File: src/rtl/bridge_pkg.sv
package bridge_pkg;
  localparam int FIFO_ADDR_W = 2;
  localparam logic [FIFO_ADDR_W-1:0] SEL_OUT_EP = 2'b00;
  localparam logic [FIFO_ADDR_W-1:0] SEL_IN_EP  = 2'b01;

  typedef struct packed {
    logic                   rdSel;     // enabled read of the OUT endpoint
    logic                   wrSel;     // enabled write of the IN endpoint
    logic                   inWindow;  // page selected and address decoded
    logic [FIFO_ADDR_W-1:0] fifoAddr;  // endpoint select code
  } strobe_t;
endpackage

File: src/rtl/bridgeDecode.sv
module bridgeDecode
  import bridge_pkg::*;
#(
  parameter int ADDR_HI_W = 8,
  parameter logic [ADDR_HI_W-1:0] RD_PAGE_A = 8'h10,
  parameter logic [ADDR_HI_W-1:0] RD_PAGE_B = 8'h11,
  parameter logic [ADDR_HI_W-1:0] WR_PAGE   = 8'h12
) (
  input  logic [ADDR_HI_W-1:0] addrHi,
  input  logic                 pageSelN,
  input  logic                 rdWr,
  output strobe_t              strb
);
  logic hitRead;
  logic hitWrite;
  logic pageOn;

  always_comb begin
    hitRead  = (addrHi == RD_PAGE_A) || (addrHi == RD_PAGE_B);
    hitWrite = (addrHi == WR_PAGE);
    pageOn   = ~pageSelN;

    strb.rdSel    = pageOn &  rdWr & hitRead;
    strb.wrSel    = pageOn & ~rdWr & hitWrite;
    strb.inWindow = pageOn & (hitRead | hitWrite);
    strb.fifoAddr = hitWrite ? SEL_IN_EP : SEL_OUT_EP;
  end
endmodule

File: src/rtl/bridgeDatapath.sv
module bridgeDatapath
  import bridge_pkg::*;
#(
  parameter int DATA_W = 16
) (
  input  logic                   busClk,
  input  logic                   rstN,
  input  strobe_t                strb,
  input  logic                   emptyFlag,
  input  logic                   fullFlag,
  input  logic                   dspFlag,
  input  logic [DATA_W-1:0]      dspWrData,
  input  logic [DATA_W-1:0]      fifoRdData,
  output logic                   ifClk,
  output logic [FIFO_ADDR_W-1:0] fifoAddr,
  output logic                   fifoOeN,
  output logic                   fifoRdN,
  output logic                   fifoWrN,
  output logic                   fifoCsN,
  output logic                   fifoPktEnd,
  output logic                   dspReadyN,
  output logic [DATA_W-1:0]      fifoWrData,
  output logic [DATA_W-1:0]      dspRdData
);
  logic halfClk;

  always_ff @(posedge busClk or negedge rstN) begin
    if (!rstN) halfClk <= 1'b0;
    else       halfClk <= ~halfClk;
  end

  always_comb begin
    ifClk      = halfClk;
    fifoAddr   = strb.fifoAddr;
    fifoOeN    = ~strb.rdSel;
    fifoWrN    = ~strb.wrSel;
    fifoRdN    = ~(strb.rdSel & halfClk);
    fifoCsN    = 1'b0;
    fifoPktEnd = dspFlag;
    dspReadyN  = (strb.rdSel & emptyFlag) | (strb.wrSel & fullFlag);
    fifoWrData = dspWrData;
    dspRdData  = fifoRdData;
  end


  ifclk_toggle_chk: assert property (@(posedge busClk) disable iff (!rstN)
    1'b1 |=> (ifClk != $past(ifClk)));


  rd_needs_oe_chk: assert property (@(posedge busClk) disable iff (!rstN)
    !fifoRdN |-> !fifoOeN);


  strobe_excl_chk: assert property (@(posedge busClk) disable iff (!rstN)
    $onehot0({!fifoOeN, !fifoWrN}));


  empty_wait_chk: assert property (@(posedge busClk) disable iff (!rstN)
    (!fifoOeN && emptyFlag) |-> dspReadyN);


  full_wait_chk: assert property (@(posedge busClk) disable iff (!rstN)
    (!fifoWrN && fullFlag) |-> dspReadyN);


  idle_quiet_chk: assert property (@(posedge busClk) disable iff (!rstN)
    !strb.inWindow |-> (fifoOeN && fifoWrN && fifoRdN && !dspReadyN));
endmodule

File: src/rtl/busFifoBridge.sv
module busFifoBridge
  import bridge_pkg::*;
#(
  parameter int DATA_W    = 16,
  parameter int ADDR_HI_W = 8
) (
  input  logic                 busClk,
  input  logic                 rstN,
  input  logic [ADDR_HI_W-1:0] busAddrHi,
  input  logic                 pageSelN,
  input  logic                 busRdWr,
  input  logic                 dspFlag,
  input  logic                 emptyFlag,
  input  logic                 fullFlag,
  input  logic [DATA_W-1:0]    dspWrData,
  input  logic [DATA_W-1:0]    fifoRdData,
  output logic                 ifClk,
  output logic [1:0]           fifoAddr,
  output logic                 fifoOeN,
  output logic                 fifoRdN,
  output logic                 fifoWrN,
  output logic                 fifoCsN,
  output logic                 fifoPktEnd,
  output logic                 dspReadyN,
  output logic [DATA_W-1:0]    fifoWrData,
  output logic [DATA_W-1:0]    dspRdData
);
  strobe_t strb;

  bridgeDecode #(.ADDR_HI_W(ADDR_HI_W)) i_decode (
    .addrHi   (busAddrHi),
    .pageSelN (pageSelN),
    .rdWr     (busRdWr),
    .strb     (strb)
  );

  bridgeDatapath #(.DATA_W(DATA_W)) i_datapath (
    .busClk     (busClk),
    .rstN       (rstN),
    .strb       (strb),
    .emptyFlag  (emptyFlag),
    .fullFlag   (fullFlag),
    .dspFlag    (dspFlag),
    .dspWrData  (dspWrData),
    .fifoRdData (fifoRdData),
    .ifClk      (ifClk),
    .fifoAddr   (fifoAddr),
    .fifoOeN    (fifoOeN),
    .fifoRdN    (fifoRdN),
    .fifoWrN    (fifoWrN),
    .fifoCsN    (fifoCsN),
    .fifoPktEnd (fifoPktEnd),
    .dspReadyN  (dspReadyN),
    .fifoWrData (fifoWrData),
    .dspRdData  (dspRdData)
  );
endmodule

File: config.mk
export PLATFORM = sky130hd
export DESIGN_NAME = busFifoBridge
export DESIGN_NICKNAME = d
export VERILOG_FILES = /design/src/rtl/bridge_pkg.sv /design/src/rtl/bridgeDecode.sv /design/src/rtl/bridgeDatapath.sv /design/src/rtl/busFifoBridge.sv
export SDC_FILE = /design/constraint.sdc
export NUM_CORES = 1
export LEC_CHECK = 0
export BUFFER_PORTS_ARGS = -buffer_cell sky130_fd_sc_hd__buf_2
export CAP_MARGIN = 40
export CORE_MARGIN = 1.5
export CORE_UTILIZATION = 25
export CTS_CLUSTER_DIAMETER = 200
export CTS_CLUSTER_SIZE = 12
export DETAILED_ROUTE_END_ITERATION = 8
export GPL_TIMING_DRIVEN = 0
export PLACE_DENSITY = 0.85
export SYNTH_ARGS = -nofsm -noshare
export SYNTH_HDL_FRONTEND = slang
export SYNTH_SLANG_ARGS = --single-unit
export TNS_END_PERCENT = 10
File: constraint.sdc
create_clock -name busClk -period 1.5 [get_ports busClk]
set_input_delay 0.225 -clock busClk [delete_from_list [all_inputs] [get_ports busClk]]
set_output_delay 0.225 -clock busClk [all_outputs]
set_load 0.02 [all_outputs]
==> run metrics, run 1 <==
clk_lat worst skew 0 ns; Post-Synth XOR/XNOR Area 0%; DP Area 688.2 um2; Reg2Reg Depth 1; Comb power frac 88.3%; I/O pin total 88; Adder-Cell Fraction of Synth Area 0%; RSZ-0062 raised after global routing false; port bufs 52; clk slew on worst S/H paths 0 ns; first-pass GRT wire length 1462 um; Vias 467; slowest stage delay, CP 0.36 ns; Setup Fix Bufs, Post-CTS 0; share of the synthesized area in the top cell type 66.87%; peak supply drop 177.4 uV; Largest register FFs 1; Crit Reg-Reg Startpoint i_datapath.ifClk; DRT iter0 DRCs 3; fin. max-slew vios 0; CP Max Fanout 5; endpoint class of the critical path output port; post-synth top area cell buf_4; vias in the first global route 373; CORE AREA 1506 um2; area fraction in compound gates after synthesis 2.477%; part of the cycle the worst path needs 93.55%; Power Internal 0.0001337 W; FMAX 712.6 MHz; Sw Ratio 43.27%; Final min period 1.403 ns; Pleak 0.4505 nW; Final Cell Area 688.2 um2; setup_tns 0 ns; final hold violation count 0; WL final 1058 um; die area 1867 um2; crit start category input port; final net count 153; Yosys warning count 0; register area share after synthesis 6.192%; power share of the sequential group 11.7%; synthesis-to-layout area growth 70.28%; Worst EP required 1.27 ns; number of iterations in the first detailed-routing pass 2; Setup CP Type in2out; Core Rows 14; Arr. time, crit path 1.18 ns; fill count 160; flops & latches, synth 1; grt total ovfl 0; GRT Total Usage 9.405%; worst path cell trace buf_2 > nor4b_4 > and4b_1 > buf_4 > buf_2; GPL Wtd Cong 0.6489; hold buffer count at cts 0; Clock Skew 0 ns; Synth Area in Simple Gates 22.60%; post_cts resized 0; Post-route DRC 0; Psw 0.0001020 W; Post-DP HPWL 1012 um; WL per Instance 8.817 um; die width 43.21 um; status finished, final reports clean; crit path launch busAddrHi[5]; post-route ant nets 0; Power Total 0.0002357 W; syn avg cell area 7.924 um2; via density per instance 3.892; Initial Utilization 26.83%; chip height 43.21 um; Fin Hold WS 0.002456 ns; Antenna diodes 0; main area contributors after synthesis buf_4 (67%), dfrtp_1 (6.2%), nor4b_4 (5.9%); commonest cells after routing, fill and taps aside buf_2 (52), buf_4 (36), nand3_1 (2), conb_1 (2); main combinational cell family by area after synthesis buffers and inverters; Setup Viol. Count Final 0; Final Util 45.68%; Post-Synthesis Cell Area 404.1 um2; PD cells 342.5 nW/um2; CP max stage cell nor4b_4; largest net degree at the start of global routing 6; Post-Syn Instances 51; cell repeated most along the worst path buf_2; Clk pwr share 0%; mux contribution to synthesized area 0%; Hold WC Path Type in2async; layout cells sized above 1 85.58%; commonest non-fill, non-tap cell in the layout buf_2; Synth cell types 15; maxcap violations 0; initial antenna violation count 0
[logic make-up (layout without fill, tap and decap cells)]
logic type / Yosys count / count (layout)
buffers and inverters: 37 / 89
and+or+nand+nor: 11 / 11
other: 1 / 2
AOI/OAI and AO/OA: 1 / 1
DFF: 1 / 1
[per-layer routing]
layer / up-vias / wire [um] / GRT usage, %
met5: - / 0 / 0
met4: 0 / 0 / 0
met3: 0 / 190 / 1.277
met1: 184 / 324 / 10.41
li1: 237 / - / -
met2: 46 / 543 / 19.40
[synthesized netlist by cell type (all sizes together)]
cell    count
and3b       1
and4b       1
buf        36
conb        1
dfrtp       1
inv         1
nand3       2
nand4       1
nor2        1
nor2b       1
nor3        1
nor3b       1
nor4b       1
nor4bb      1
o211a       1
[worst max-delay path, delay by kind of cell]
kind,cells,cell delay [ns]
AND/OR/NAND/NOR,2,0.60
buffers and inverters,3,0.36
[area by class of cell]
class / instances / area [um2] / area share [%]
flip-flops and latches: 1 / 25.02 / 3.636
plain buffers: 36 / 270.3 / 39.27
repair buffers: 52 / 260.3 / 37.82
multi-input cells: 14 / 108.9 / 15.82
well taps: 16 / 20.02 / 2.909
inverters: 1 / 3.754 / 0.5455
[path summary, 6_finish.rpt]
| kind | to | slack, ns |
|---|---|---|
| min in group busClk | i_datapath.ifClk | 0.44 |
| min | i_datapath.ifClk | 0.002 |
| max reg2reg | i_datapath.ifClk | 0.99 |
| min reg2reg | i_datapath.ifClk | 0.44 |
| max in group asynchronous | i_datapath.ifClk | 1.41 |
| max | fifoAddr[0] | 0.1 |
[metrics by stage]
stage,setup slack (ns),instances
2_1_floorplan,0.3778,52
3_3_place_gp,0.09033,120
3_5_place_dp,0.08518,120
4_1_cts,0.08484,120
5_1_grt,0.02458,120
6_report,0.09668,120
[power by group through the flow]
stage	logic, W	clock network (W)	registers, W
6_report	0.000208	0	0.0000275
5_1_grt	0.000222	0	0.0000275
4_1_cts	0.000210	0	0.0000275
3_5_place_dp	0.000210	0	0.0000275
3_3_place_gp	0.000206	0	0.0000275
2_1_floorplan	0.000147	0	0.0000275
No activity file was read; power rests on OpenSTA's default activity.
==> inputs of run 2 (changes only) <==
--- a/config.mk
+++ b/config.mk
@@ -15,2 +15,3 @@
 export GPL_TIMING_DRIVEN = 0
+export HOLD_SLACK_MARGIN = 0.02
 export PLACE_DENSITY = 0.85
==> constraint.sdc (replaced) <==
create_clock -name busClk -period 1.5 [get_ports busClk]
set_input_delay 0.15 -clock busClk [delete_from_list [all_inputs] [get_ports busClk]]
set_output_delay 0.15 -clock busClk [all_outputs]
set_load 0.02 [all_outputs]
==> run 2 against run 1 <==
Compared with the run above:
- global-route usage is 0.17 points higher
- register-to-register slack hardly changed
- critical path depth unchanged
- via count up 0.86%
- first-iteration DRC count is the same
- largest power group unchanged
- highest routed layer unchanged
==> run metrics, run 2 (synthesis gave the netlist of run 1 again) <==
status finished, final reports clean; Initial Utilization 26.83% (unchanged); commonest cells after routing, fill and taps aside buf_2 (52), buf_4 (36), nand3_1 (2), conb_1 (2); Largest register FFs 1 (unchanged); Setup Viol. Count Final 0 (unchanged); Post-DP HPWL 1012 um (unchanged); wire length on met3 190 um (unchanged); I/O pin total 88 (unchanged); RSZ-0062 raised after global routing false; Arr. time, crit path 1.11 ns (-0.07 ns); fin. max-slew vios 0 (unchanged); Pleak 0.4547 nW (+0.93%); met2 routed WL 554 um (+2.0%); Finished Layout Cells 121 (+0.83%); GPL Wtd Cong 0.6489 (unchanged); fill count 159 (-0.63%); part of the cycle the worst path needs 83.73% (-9.8 points); clk slew on worst S/H paths 0 ns (unchanged); clk_lat worst skew 0 ns (unchanged); final net count 154 (+0.65%); Post-route DRC 0 (unchanged); synthesis-to-layout area growth 72.76%; vias in the first global route 379 (+1.6%); post-route ant nets 0 (unchanged); GRT Total Usage 9.577% (+0.17 points); Crit Reg-Reg Startpoint i_datapath.ifClk; Setup CP Type in2out; die area 1867 um2 (unchanged); largest net degree at the start of global routing 6 (unchanged); Clock Skew 0 ns (unchanged); die width 43.21 um (unchanged); number of iterations in the first detailed-routing pass 2 (unchanged); Multi-input gate area 108.9 um2 (unchanged); WL final 1071 um (+1.2%); crit path launch busAddrHi[5]; worst path cell trace buf_2 > nor4b_4 > and4b_1 > buf_4 > buf_2; Core Rows 14 (unchanged); crit path capture fifoAddr[0]; Antenna diodes 0 (unchanged); peak supply drop 177.4 uV (about the same); R2R Setup Slk 0.99 ns (about the same); Highest Signal Layer met3; CP max stage cell nor4b_4; initial antenna violation count 0 (unchanged); Reg2Reg Depth 1 (unchanged); crit start category input port; grt total ovfl 0 (unchanged); chip height 43.21 um (unchanged); first-pass GRT wire length 1483 um (+1.4%); Placed Instances 120 (unchanged); Worst EP required 1.35 ns (+0.08 ns); Seq. cell area 25.02 um2 (unchanged); commonest non-fill, non-tap cell in the layout buf_2; via density per instance 3.893 (about the same); layout cells sized above 1 84.76% (-0.82 points); Vias 471 (+0.86%); setup_tns 0 ns (unchanged); final hold violation count 0 (unchanged); Crit Reg-Reg Endpoint i_datapath.ifClk; DRT iter0 DRCs 3 (unchanged); maxcap violations 0 (unchanged); WL per Instance 8.851 um (+0.39%); CP Max Fanout 5 (unchanged); Final min period 1.256 ns (-0.1474 ns); endpoint class of the critical path output port; slowest stage delay, CP 0.36 ns (about the same); Hold WC Path Type reg2reg; FMAX 796.2 MHz (+12%); cell repeated most along the worst path buf_2; WL met1 326 um (+0.62%); PD cells 340.5 nW/um2 (-0.58%); CORE AREA 1506 um2 (unchanged); port bufs 52 (unchanged)
[run 2: through the flow]
stage | area [um2] | utilization, % | worst slack (ns) | hold WS, ns | power, W
2_1_floorplan | 407.9 | - | 0.5278 | -0.1456 | 0.0001744
3_3_place_gp | 688.2 | 45.68 | 0.2403 | -0.07614 | 0.0002335
3_5_place_dp | 688.2 | 45.68 | 0.2352 | -0.07206 | 0.0002370
4_1_cts | 698.2 | 46.35 | 0.2348 | 0.4453 | 0.0002393
5_1_grt | 698.2 | 46.35 | 0.1746 | 0.4767 | 0.0002518
6_report | 698.2 | 46.35 | 0.2441 | 0.4435 | 0.0002377
[run 2: timing repair]
action,4_1_cts,5_1_grt
hold buffers,1,0
resized for setup,0,0
endpoints found under the setup margin,0,0
setup buffers,0,0
hold endpoints to repair,1,0
[run 2: worst min path at each step]
| stage | from | endpoint | slack, ns | cells after the start |
|---|---|---|---|---|
| final | i_datapath.ifClk | i_datapath.ifClk | 0.44 | 1 |
| after global routing | rstN | i_datapath.ifClk | 0.48 | 2 |
| after CTS | i_datapath.ifClk | i_datapath.ifClk | 0.45 | 1 |
| after detailed placement | rstN | i_datapath.ifClk | -0.07 | 1 |
| after global placement | rstN | i_datapath.ifClk | -0.08 | 1 |
| after floorplan | rstN | i_datapath.ifClk | -0.15 | 0 |
[run 2: critical path: cells and delay by family]
family	cells	cell delay, ns
buffers and inverters	3	0.36
and+or+nand+nor	2	0.60
[run 2: cell type report]
class | instances | area share [%]
Multi-Input combinational cell | 14 | 15.59
Buffer | 36 | 38.71
Sequential cell | 1 | 3.584
Timing Repair Buffer | 53 | 38.71
Inverter | 1 | 0.5376
Tap cell | 16 | 2.867
[run 2: power breakdown]
group	total [W]	switching, W	internal, W
combinational	0.000210	0.000102	0.000108
clock	0	0	0
sequential	0.0000275	0	0.0000275
[run 2: routing by layer]
metal / vias to the layer above / GRT usage [%]
met5: - / 0
met2: 46 / 20.00
li1: 239 / -
met1: 186 / 10.41
met3: 0 / 1.277
met4: 0 / 0
